--- src/rtl/sg_pkg.sv ---
package sg_pkg;
    localparam int NSRC   = 3;
    localparam int SRC_V  = 0;
    localparam int SRC_WD = 1;
    localparam int SRC_OS = 2;

    localparam int CTRL_W   = 2 + NSRC;
    localparam int C_FALL   = 0;
    localparam int C_RISE   = 1;
    localparam int C_EN_LSB = 2;

    typedef enum logic [1:0] {
        A_CTRL  = 2'd0,
        A_STAT  = 2'd1,
        A_HOLD  = 2'd2,
        A_LEVEL = 2'd3
    } reg_addr_e;
endpackage

--- src/rtl/sg_sync.sv ---
module sg_sync #(
    parameter int STAGES = 2
) (
    input  logic clk_i,
    input  logic rst_ni,
    input  logic d_i,
    output logic q_o
);
    logic [STAGES-1:0] chain_q;

    for (genvar s = 0; s < STAGES; s++) begin : g_stage
        logic src_d;
        if (s == 0) begin : g_first
            assign src_d = d_i;
        end else begin : g_next
            assign src_d = chain_q[s-1];
        end
        always_ff @(posedge clk_i or negedge rst_ni) begin
            if (!rst_ni) chain_q[s] <= 1'b0;
            else         chain_q[s] <= src_d;
        end
    end

    assign q_o = chain_q[STAGES-1];
endmodule

--- src/rtl/sg_level_track.sv ---
module sg_level_track #(
    parameter int CNT_W = 16
) (
    input  logic             clk_i,
    input  logic             rst_ni,
    input  logic             lvl_i,
    input  logic [CNT_W-1:0] limit_i,
    output logic             rise_o,
    output logic             fall_o,
    output logic             hold_o
);
    typedef struct packed {
        logic             prev;
        logic [CNT_W-1:0] cnt;
        logic             hold;
    } trk_t;

    trk_t       trk_d, trk_q;
    logic [CNT_W:0] eff_lim, cnt_inc;

    always_comb begin
        trk_d      = trk_q;
        trk_d.prev = lvl_i;
        eff_lim    = (limit_i == '0) ? {{CNT_W{1'b0}}, 1'b1} : {1'b0, limit_i};
        cnt_inc    = {1'b0, trk_q.cnt} + {{CNT_W{1'b0}}, 1'b1};
        if (!lvl_i) begin
            trk_d.cnt  = '0;
            trk_d.hold = 1'b1;
        end else if (trk_q.hold) begin
            trk_d.cnt = cnt_inc[CNT_W-1:0];
            if (cnt_inc >= eff_lim) trk_d.hold = 1'b0;
        end
    end

    always_ff @(posedge clk_i or negedge rst_ni) begin
        if (!rst_ni) trk_q <= '{prev: 1'b0, cnt: '0, hold: 1'b1};
        else         trk_q <= trk_d;
    end

    assign rise_o = lvl_i & ~trk_q.prev;
    assign fall_o = ~lvl_i & trk_q.prev;
    assign hold_o = trk_q.hold;

    // a low synchronised level forces the hold on the next edge
    p_hold_on_low_r7: assert property (@(posedge clk_i) disable iff (!rst_ni)
        !lvl_i |=> hold_o);
    // release only ever follows a good level
    p_release_good_r8: assert property (@(posedge clk_i) disable iff (!rst_ni)
        $fell(hold_o) |-> $past(lvl_i));
    // while held and the level stays high, the counter advances
    p_count_adv_r8: assert property (@(posedge clk_i) disable iff (!rst_ni)
        (hold_o && lvl_i && $past(hold_o) && $past(lvl_i)) |-> (trk_q.cnt != '0));
endmodule

--- src/rtl/sg_regs.sv ---
module sg_regs
    import sg_pkg::*;
#(
    parameter int DATA_W   = 16,
    parameter int CNT_W    = 16,
    parameter int HOLD_RST = 16
) (
    input  logic              clk_i,
    input  logic              rst_ni,
    input  logic              wr_i,
    input  logic [1:0]        addr_i,
    input  logic [DATA_W-1:0] wdata_i,
    input  logic [NSRC-1:0]   set_i,
    input  logic              lvl_i,
    input  logic              hold_i,
    output logic [DATA_W-1:0] rdata_o,
    output logic [CNT_W-1:0]  limit_o,
    output logic              fall_en_o,
    output logic              rise_en_o,
    output logic              nmi_o
);
    typedef struct packed {
        logic [CTRL_W-1:0] ctrl;
        logic [NSRC-1:0]   stat;
        logic [CNT_W-1:0]  limit;
    } regs_t;

    regs_t           regs_d, regs_q;
    logic [NSRC-1:0] clr;
    reg_addr_e       addr;

    assign addr = reg_addr_e'(addr_i);

    always_comb begin
        regs_d = regs_q;
        clr    = '0;
        if (wr_i) begin
            unique case (addr)
                A_CTRL:  regs_d.ctrl  = wdata_i[CTRL_W-1:0];
                A_STAT:  clr          = wdata_i[NSRC-1:0];
                A_HOLD:  regs_d.limit = wdata_i[CNT_W-1:0];
                default: ;
            endcase
        end
        regs_d.stat = (regs_q.stat & ~clr) | set_i;
    end

    always_ff @(posedge clk_i or negedge rst_ni) begin
        if (!rst_ni) regs_q <= '{ctrl: '0, stat: '0, limit: CNT_W'(HOLD_RST)};
        else         regs_q <= regs_d;
    end

    always_comb begin
        unique case (addr)
            A_CTRL:  rdata_o = DATA_W'(regs_q.ctrl);
            A_STAT:  rdata_o = DATA_W'(regs_q.stat);
            A_HOLD:  rdata_o = DATA_W'(regs_q.limit);
            default: rdata_o = DATA_W'({hold_i, lvl_i});
        endcase
    end

    assign limit_o   = regs_q.limit;
    assign fall_en_o = regs_q.ctrl[C_FALL];
    assign rise_en_o = regs_q.ctrl[C_RISE];
    assign nmi_o     = |(regs_q.stat & regs_q.ctrl[C_EN_LSB +: NSRC]);

    for (genvar k = 0; k < NSRC; k++) begin : g_flag_chk
        // a raised flag persists unless cleared
        p_sticky_r4: assert property (@(posedge clk_i) disable iff (!rst_ni)
            (regs_q.stat[k] && !clr[k]) |=> regs_q.stat[k]);
        // clear without a competing event drops the flag
        p_w1c_r5: assert property (@(posedge clk_i) disable iff (!rst_ni)
            (clr[k] && !set_i[k]) |=> !regs_q.stat[k]);
        // an event always lands, even against a clear
        p_set_wins_r5: assert property (@(posedge clk_i) disable iff (!rst_ni)
            set_i[k] |=> regs_q.stat[k]);
    end
endmodule

--- src/rtl/supply_guard.sv ---
module supply_guard
    import sg_pkg::*;
#(
    parameter int SYNC_STAGES = 2,
    parameter int CNT_W       = 16,
    parameter int DATA_W      = 16,
    parameter int HOLD_RST    = 16
) (
    input  logic              clk_i,
    input  logic              rst_ni,
    input  logic              vmon_i,
    input  logic              wdg_expire_i,
    input  logic              osc_stop_i,
    input  logic              bus_wr_i,
    input  logic [1:0]        bus_addr_i,
    input  logic [DATA_W-1:0] bus_wdata_i,
    output logic [DATA_W-1:0] bus_rdata_o,
    output logic              nmi_o,
    output logic              rst_hold_o
);
    logic             lvl_s, rise_ev, fall_ev, fall_en, rise_en;
    logic [CNT_W-1:0] limit;
    logic [NSRC-1:0]  src_set;

    sg_sync #(.STAGES(SYNC_STAGES)) u_sync (
        .clk_i (clk_i),
        .rst_ni(rst_ni),
        .d_i   (vmon_i),
        .q_o   (lvl_s)
    );

    sg_level_track #(.CNT_W(CNT_W)) u_track (
        .clk_i  (clk_i),
        .rst_ni (rst_ni),
        .lvl_i  (lvl_s),
        .limit_i(limit),
        .rise_o (rise_ev),
        .fall_o (fall_ev),
        .hold_o (rst_hold_o)
    );

    always_comb begin
        src_set         = '0;
        src_set[SRC_V]  = (rise_ev & rise_en) | (fall_ev & fall_en);
        src_set[SRC_WD] = wdg_expire_i;
        src_set[SRC_OS] = osc_stop_i;
    end

    sg_regs #(.DATA_W(DATA_W), .CNT_W(CNT_W), .HOLD_RST(HOLD_RST)) u_regs (
        .clk_i    (clk_i),
        .rst_ni   (rst_ni),
        .wr_i     (bus_wr_i),
        .addr_i   (bus_addr_i),
        .wdata_i  (bus_wdata_i),
        .set_i    (src_set),
        .lvl_i    (lvl_s),
        .hold_i   (rst_hold_o),
        .rdata_o  (bus_rdata_o),
        .limit_o  (limit),
        .fall_en_o(fall_en),
        .rise_en_o(rise_en),
        .nmi_o    (nmi_o)
    );

    // the two crossings are never reported together
    p_edge_excl_r2: assert property (@(posedge clk_i) disable iff (!rst_ni)
        !(rise_ev && fall_ev));
    // a watchdog pulse raises the line on the next edge when its enable stays set
    p_wdg_nmi_r6: assert property (@(posedge clk_i) disable iff (!rst_ni)
        (wdg_expire_i && u_regs.regs_q.ctrl[C_EN_LSB + SRC_WD] && !bus_wr_i) |=> nmi_o);
endmodule

--- config.mk ---
export PLATFORM = sky130hd
export DESIGN_NAME = supply_guard
export DESIGN_NICKNAME = d
export VERILOG_FILES = /design/src/rtl/sg_pkg.sv /design/src/rtl/sg_sync.sv /design/src/rtl/sg_level_track.sv /design/src/rtl/sg_regs.sv /design/src/rtl/supply_guard.sv
export SDC_FILE = /design/constraint.sdc
export NUM_CORES = 1
export LEC_CHECK = 0
export ABC_AREA = 1
export BUFFER_PORTS_ARGS = -buffer_cell sky130_fd_sc_hd__buf_2
export CAP_MARGIN = 25
export CORE_UTILIZATION = 32
export DETAILED_ROUTE_END_ITERATION = 16
export SLEW_MARGIN = 20
export SYNTH_ARGS = -nofsm -noshare
export SYNTH_HDL_FRONTEND = slang
export SYNTH_SLANG_ARGS = --single-unit
--- constraint.sdc ---
create_clock -name clk_i -period 3.4 [get_ports clk_i]
set_input_delay 0.51 -clock clk_i [delete_from_list [all_inputs] [get_ports clk_i]]
set_output_delay 0.51 -clock clk_i [all_outputs]
set_load 0.03 [all_outputs]
==> flow_summary.json, run 1 <==
{
  "grtUsageTotal": 0.150,
  "dieWidth_um": 92.3,
  "final_util": 0.389,
  "hpwl_um": 4490,
  "async_flop_share": 1.00,
  "arrival_ps": 2640,
  "synth_ff_type": "dfrtp_1",
  "drt_iter0_markers": 113,
  "port_buffers": 41,
  "setup_viol": 0,
  "cts_tree": "yes",
  "instances_no_fill": 478,
  "postRouteWirelength_um": 5720,
  "tns_ps": 0,
  "power_density_nw_per_um2": 393,
  "rsz0062_at_grt": "false",
  "path_max_fanout": 5,
  "ys_types": 34,
  "avgViaCountPerCell": 4.65,
  "clock_path_buffers": 2,
  "die_h_um": 92.3,
  "grt_overflow": 0,
  "total_power_mw": 1.19,
  "drv_cap": 0,
  "drive_above_1_share": 0.205,
  "avgRoutedWirePerCell_um": 12.0,
  "skew_ps": 6.93,
  "antenna_cells": 0,
  "cts_setup_buffers": 0,
  "grt_pass1_wl_um": 10300,
  "cp-end-kind": "flop",
  "die_area_um2": 8530,
  "cts_made_buffers": 5,
  "finalMaxSlewViolations": 0,
  "cts_hold_buf": 0,
  "cts_resized": 0,
  "nets": 416,
  "cts-root-buf": "clkbuf_8",
  "antenna_left": 0,
  "synth_fp_nets": 371,
  "synth_warnings": 0,
  "syn_avg_cell_area_um2": 7.91,
  "syn-cell-area_um2": 2610,
  "dr.pass1.iters": 4,
  "fmax_mhz": 417,
  "place_inst": 469,
  "clkSinkCount": 44,
  "finalWorstSetupSlack_ps": 1000,
  "leakagePower_nw": 1.62,
  "syn_inst": 330,
  "area_growth_pct": 16.3,
  "htreeDepth": 2,
  "ys_seq_elements": 44,
  "critPathKind": "reg2reg",
  "slew_headroom": 0.612,
  "synth_edf_count": 0,
  "io_pins": 42,
  "ys_seq_area_frac": 0.423,
  "finalCritPeriodShare": 0.705,
  "clk_latency_ps": 300,
  "drc": 0,
  "grt_max_degree": 45,
  "placed_area_um2": 2930,
  "post-place-ws_ps": 986,
  "via_count": 2221,
  "required_ps": 3640,
  "grt_pass1_vias": 2232,
  "whs_ps": 201,
  "start_util": 0.334,
  "finalHoldViolations": 0,
  "worst_pin_slew_ps": 582,
  "final_cell_area_um2": 3040,
  "core_um2": 7810,
  "rows": 32,
  "hp-class": "in2async",
  "antenna_found_initial": 0,
  "vdd_drop_max_mv": 0.249,
  "cts.clk_slew.worst_paths_ps": 80,
  "cp-start-kind": "flop",
  "gp_congestion": 0.858,
  "finalCriticalPeriod_ps": 2400,
  "outcome": "completed"
}
-- cells in the mapped netlist (2+ instances only) --
| master | n | share of area |
|---|---|---|
| nand2_1 | 79 | 0.11 |
| inv_1 | 47 | 0.068 |
| dfrtp_1 | 42 | 0.40 |
| nor2_1 | 35 | 0.050 |
| o21ai_1 | 19 | 0.036 |
| ha_1 | 17 | 0.081 |
| a21oi_1 | 16 | 0.031 |
| nand3_1 | 8 | 0.015 |
| inv_2 | 7 | 0.010 |
| o21ai_0 | 7 | 0.013 |
| xor2_1 | 6 | 0.020 |
| clkbuf_1 | 4 | 0.0057 |
| nand4_1 | 4 | 0.0096 |
| nor2_2 | 4 | 0.0096 |
| nor4_1 | 4 | 0.0096 |
| o22ai_1 | 4 | 0.0096 |
| nand2_2 | 3 | 0.0072 |
| nand3_2 | 3 | 0.012 |
| xor2_2 | 3 | 0.019 |
| dfstp_2 | 2 | 0.020 |
| nor2_4 | 2 | 0.0086 |
| o211ai_1 | 2 | 0.0057 |
-- critical path, cell delays in order, from the launching register on --
cell	delay [ps]
dfrtp_1	430
ha_1	230
nand3_2	130
nor3_4	220
nand3_2	120
nor2_2	140
xor2_1	200
inv_1	60
ha_1	300
nand2_1	70
inv_1	50
nand4_1	80
o21ai_1	60
a31oi_1	130
nand2_1	70
nand2_1	50
-- power by group --
group / leakage [nW] / internal (mW) / total [mW] / switching (mW)
clock network: 0.0455 / 0.166 / 0.341 / 0.175
registers: 0.536 / 0.572 / 0.608 / 0.0357
logic: 1.04 / 0.0824 / 0.245 / 0.162
total: 1.62 / 0.821 / 1.19 / 0.373
-- registers in the layout, indices dropped and copies added, names as in the netlist --
| signal | flops |
|---|---|
| u_track.hold_o | 1 |
| u_regs.rise_en_o | 1 |
| u_track.trk_q | 17 |
| u_regs.limit_o | 16 |
| u_sync.q_o | 1 |
| u_regs.fall_en_o | 1 |
| u_regs.regs_q | 6 |
| u_sync.g_stage.src_d | 1 |
-- metal layers --
| metal | vias to the layer above | global-route usage | share of wire |
|---|---|---|---|
| li1 | 1138 | - | - |
| met1 | 1022 | 0.208 | 0.49 |
| met2 | 58 | 0.242 | 0.46 |
| met3 | 3 | 0.0296 | 0.047 |
| met4 | 0 | 0.0352 | 0.0044 |
| met5 | - | 0 | 0 |
-- path summary, 6_finish.rpt --
path	cells past startpoint	end	start	slack, ps
worst min register to register	0	u_sync.q_o	u_sync.g_stage[1].src_d	350
max in group asynchronous	1	u_track.trk_q[5]	rst_ni	2790
min in group clk_i	1	u_sync.g_stage[1].src_d	vmon_i	320
worst min-delay path	1	u_regs.regs_q[22]	rst_ni	200
worst max register to register	15	u_track.hold_o	u_track.trk_q[1]	1000
worst max-delay path	15	u_track.hold_o	u_track.trk_q[1]	1000
-- cell families after synthesis --
group / synth area share
compound gates: 0.112
flops: 0.423
xor+xnor: 0.0388
fa+ha+maj: 0.0815
buf+inv: 0.0901
simple gates: 0.255
-- layout make-up --
type                       count  area (um2)
inverter                      55         220
fill                         838        4770
timing repair buffer          42         223
multi-input combinational    227        1270
tap                          102         128
sequential                    44        1100
clock buffer                   8        90.1
-- cell usage in the layout, fill, tap and decap left out, types with 2 or more instances in the layout --
master	count
nor2_1	35
nand3_2	3
inv_1	47
xor2_1	6
nand4_1	4
o21ai_0	7
dfrtp_1	42
clkbuf_1	2
buf_2	40
dfstp_2	2
o22ai_1	4
nor2_4	2
o21ai_1	19
xor2_2	3
a21oi_1	16
nor2_2	4
nand3_1	8
nor4_1	4
ha_1	17
clkbuf_8	6
nand2_1	79
inv_2	7
nand2_2	3
o211ai_1	2
Note: power is estimated with default switching activity, not from simulation.
==> inputs of run 2 (changes only) <==
clock period = 2 ns   (was 3.4 ns; I/O delays follow)
==> run 2 against run 1 <==
  * The run now ends with negative setup slack left
  * Wire length rose by 5.7%
  * Die area stayed put
  * Design area grew 9.3%
  * Utilization grew 3.6 points
  * Clock skew increased by 3.1 ps
  * Critical path depth is the same
  * Flip-flop and latch count is the same
  * Sequential share of layout area shrank 3.1 points
  * Non-clock buffer count rose by 29
  * Largest cell class unchanged
  * Highest routed layer unchanged
==> flow_summary.json, run 2 (synthesis results as in run 1) <==
{
  "outcome": "finished with violations",
  "violations": "negative setup slack",
  "core_um2": 7810,
  "final_util": 0.425,
  "drv_cap": 0,
  "grt_pass1_wl_um": 10300,
  "vdd_drop_max_mv": 0.288,
  "finalCriticalPeriod_ps": 2320,
  "cts_made_buffers": 5,
  "rsz0062_at_grt": "true",
  "die_area_um2": 8530,
  "largest-register": "u_track.trk_q",
  "postRouteWirelength_um": 6050,
  "slew_headroom": 0.621,
  "via_count": 2319,
  "worst_pin_slew_ps": 569,
  "htreeDepth": 2,
  "cts-root-buf": "clkbuf_8",
  "cts_tree": "yes",
  "worstPathCellList": "ha_4, nand3_4, nor3_4, nand3_2, nor2_4, xor2_2, inv_2, ha_4, nand2_2, inv_2, nand4_1, o21ai_1, a31oi_1, nand2_1, nand2_1",
  "power.switching_mw": 0.639,
  "drive_above_1_share": 0.291,
  "required_ps": 2230,
  "clk_latency_ps": 300,
  "swShare": 0.311,
  "clkSinkCount": 44,
  "drt_iter0_markers": 91,
  "critPathKind": "reg2reg",
  "rrSetupSlack_ps": -320,
  "intPower_mw": 1.42,
  "nets": 445,
  "avgViaCountPerCell": 4.57,
  "power_density_nw_per_um2": 619,
  "post-place-ws_ps": -291,
  "total_power_mw": 2.06,
  "finalCritPeriodShare": 1.16,
  "antenna_cells": 0,
  "grt_pass1_vias": 2324,
  "rows": 32,
  "io_pins": 42,
  "gp_congestion": 0.833,
  "leakagePower_nw": 1.77,
  "die_h_um": 92.3,
  "cp-end-kind": "flop",
  "n_fill_cell": 804,
  "instances_no_fill": 507,
  "grt_max_degree": 45,
  "dieWidth_um": 92.3,
  "grt_overflow": 0,
  "slowest_delay_ps": 410,
  "setup_viol": 1,
  "cts.clk_slew.worst_paths_ps": 80,
  "clock_path_buffers": 2,
  "mostFrequentLayoutCells": "nand2_1 (77), inv_1 (45), dfrtp_1 (42)",
  "avgRoutedWirePerCell_um": 11.9,
  "antenna_left": 0,
  "area_growth_pct": 27.1,
  "cts_hold_buf": 0,
  "cp_num_cells": 15,
  "finalMaxSlewViolations": 0,
  "antenna_found_initial": 0,
  "final_common_cell": "nand2_1",
  "whs_ps": 76.7,
  "combPwrFrac": 0.218,
  "dr.pass1.iters": 4,
  "fmax_mhz": 431,
  "drc": 0,
  "arrival_ps": 2550,
  "cp_slowest_cell": "dfrtp_1",
  "r2r-end": "u_track.hold_o",
  "finalWorstSetupSlack_ps": -322,
  "finalHoldViolations": 0,
  "clock_power_share": 0.280,
  "cp_top_family": "simple AND/OR/NAND/NOR gates",
  "path_buf_inv": 2,
  "place_inst": 497,
  "cp-start-kind": "flop",
  "path_max_fanout": 4,
  "ff2ff_path_depth": 15,
  "seqPwrFrac": 0.502,
  "port_buffers": 41,
  "hp-class": "in2async",
  "largest_reg_flops": 17,
  "start_util": 0.334,
  "reg2reg_from": "u_track.trk_q[1]",
  "skew_ps": 10.1,
  "grtUsageTotal": 0.152,
  "hpwl_um": 4650
}
run 2: power by group through the flow:
stage	Clock (mW)	Sequential, mW	Combinational (mW)
2_1_floorplan	0	1.03	0.290
3_3_place_gp	0	1.05	0.432
3_5_place_dp	0	1.05	0.440
4_1_cts	0.597	1.03	0.442
5_1_grt	0.623	1.04	0.511
6_report	0.575	1.03	0.448
run 2: worst max-delay path by stage:
stage | end | slack [ps] | start
after floorplan | u_track.hold_o | -180 | u_track.trk_q[1]
after global placement | u_track.hold_o | -200 | u_track.trk_q[1]
after detailed placement | u_track.hold_o | -290 | u_track.trk_q[1]
after CTS | u_track.hold_o | -300 | u_track.trk_q[1]
after global routing | u_track.hold_o | -500 | u_track.trk_q[2]
final | u_track.hold_o | -320 | u_track.trk_q[1]
run 2: through the flow:
step / area (um2) / TNS [ps]
3_5_place_dp: 3140 / -291
3_3_place_gp: 3140 / -203
2_1_floorplan: 2610 / -179
5_1_grt: 3320 / -500
6_report: 3320 / -322
4_1_cts: 3240 / -298
run 2: metal layers:
layer,GRT usage,routed length (um),up-vias
met5,0,0,-
met4,0.0326,10,0
met3,0.0263,229,2
met2,0.259,2850,39
met1,0.201,2950,1081
li1,-,-,1197
run 2: final cells by class:
type                            instances  area [um2]  share of cell area
Clock buffer                            8        90.1              0.0271
Inverter                               55         220              0.0664
Timing Repair Buffer                   71         430               0.130
Tap cell                              102         128              0.0385
Sequential cell                        44        1100               0.333
Multi-Input combinational cell        227        1350               0.406
run 2: what timing repair did:
item | CTS | global route
pin swaps | 0 | 11
endpoints found under the setup margin | 1 | 1
buffers inserted | 0 | 2
endpoints found under the hold margin | 0 | 0
gates resized for setup | 2 | 13
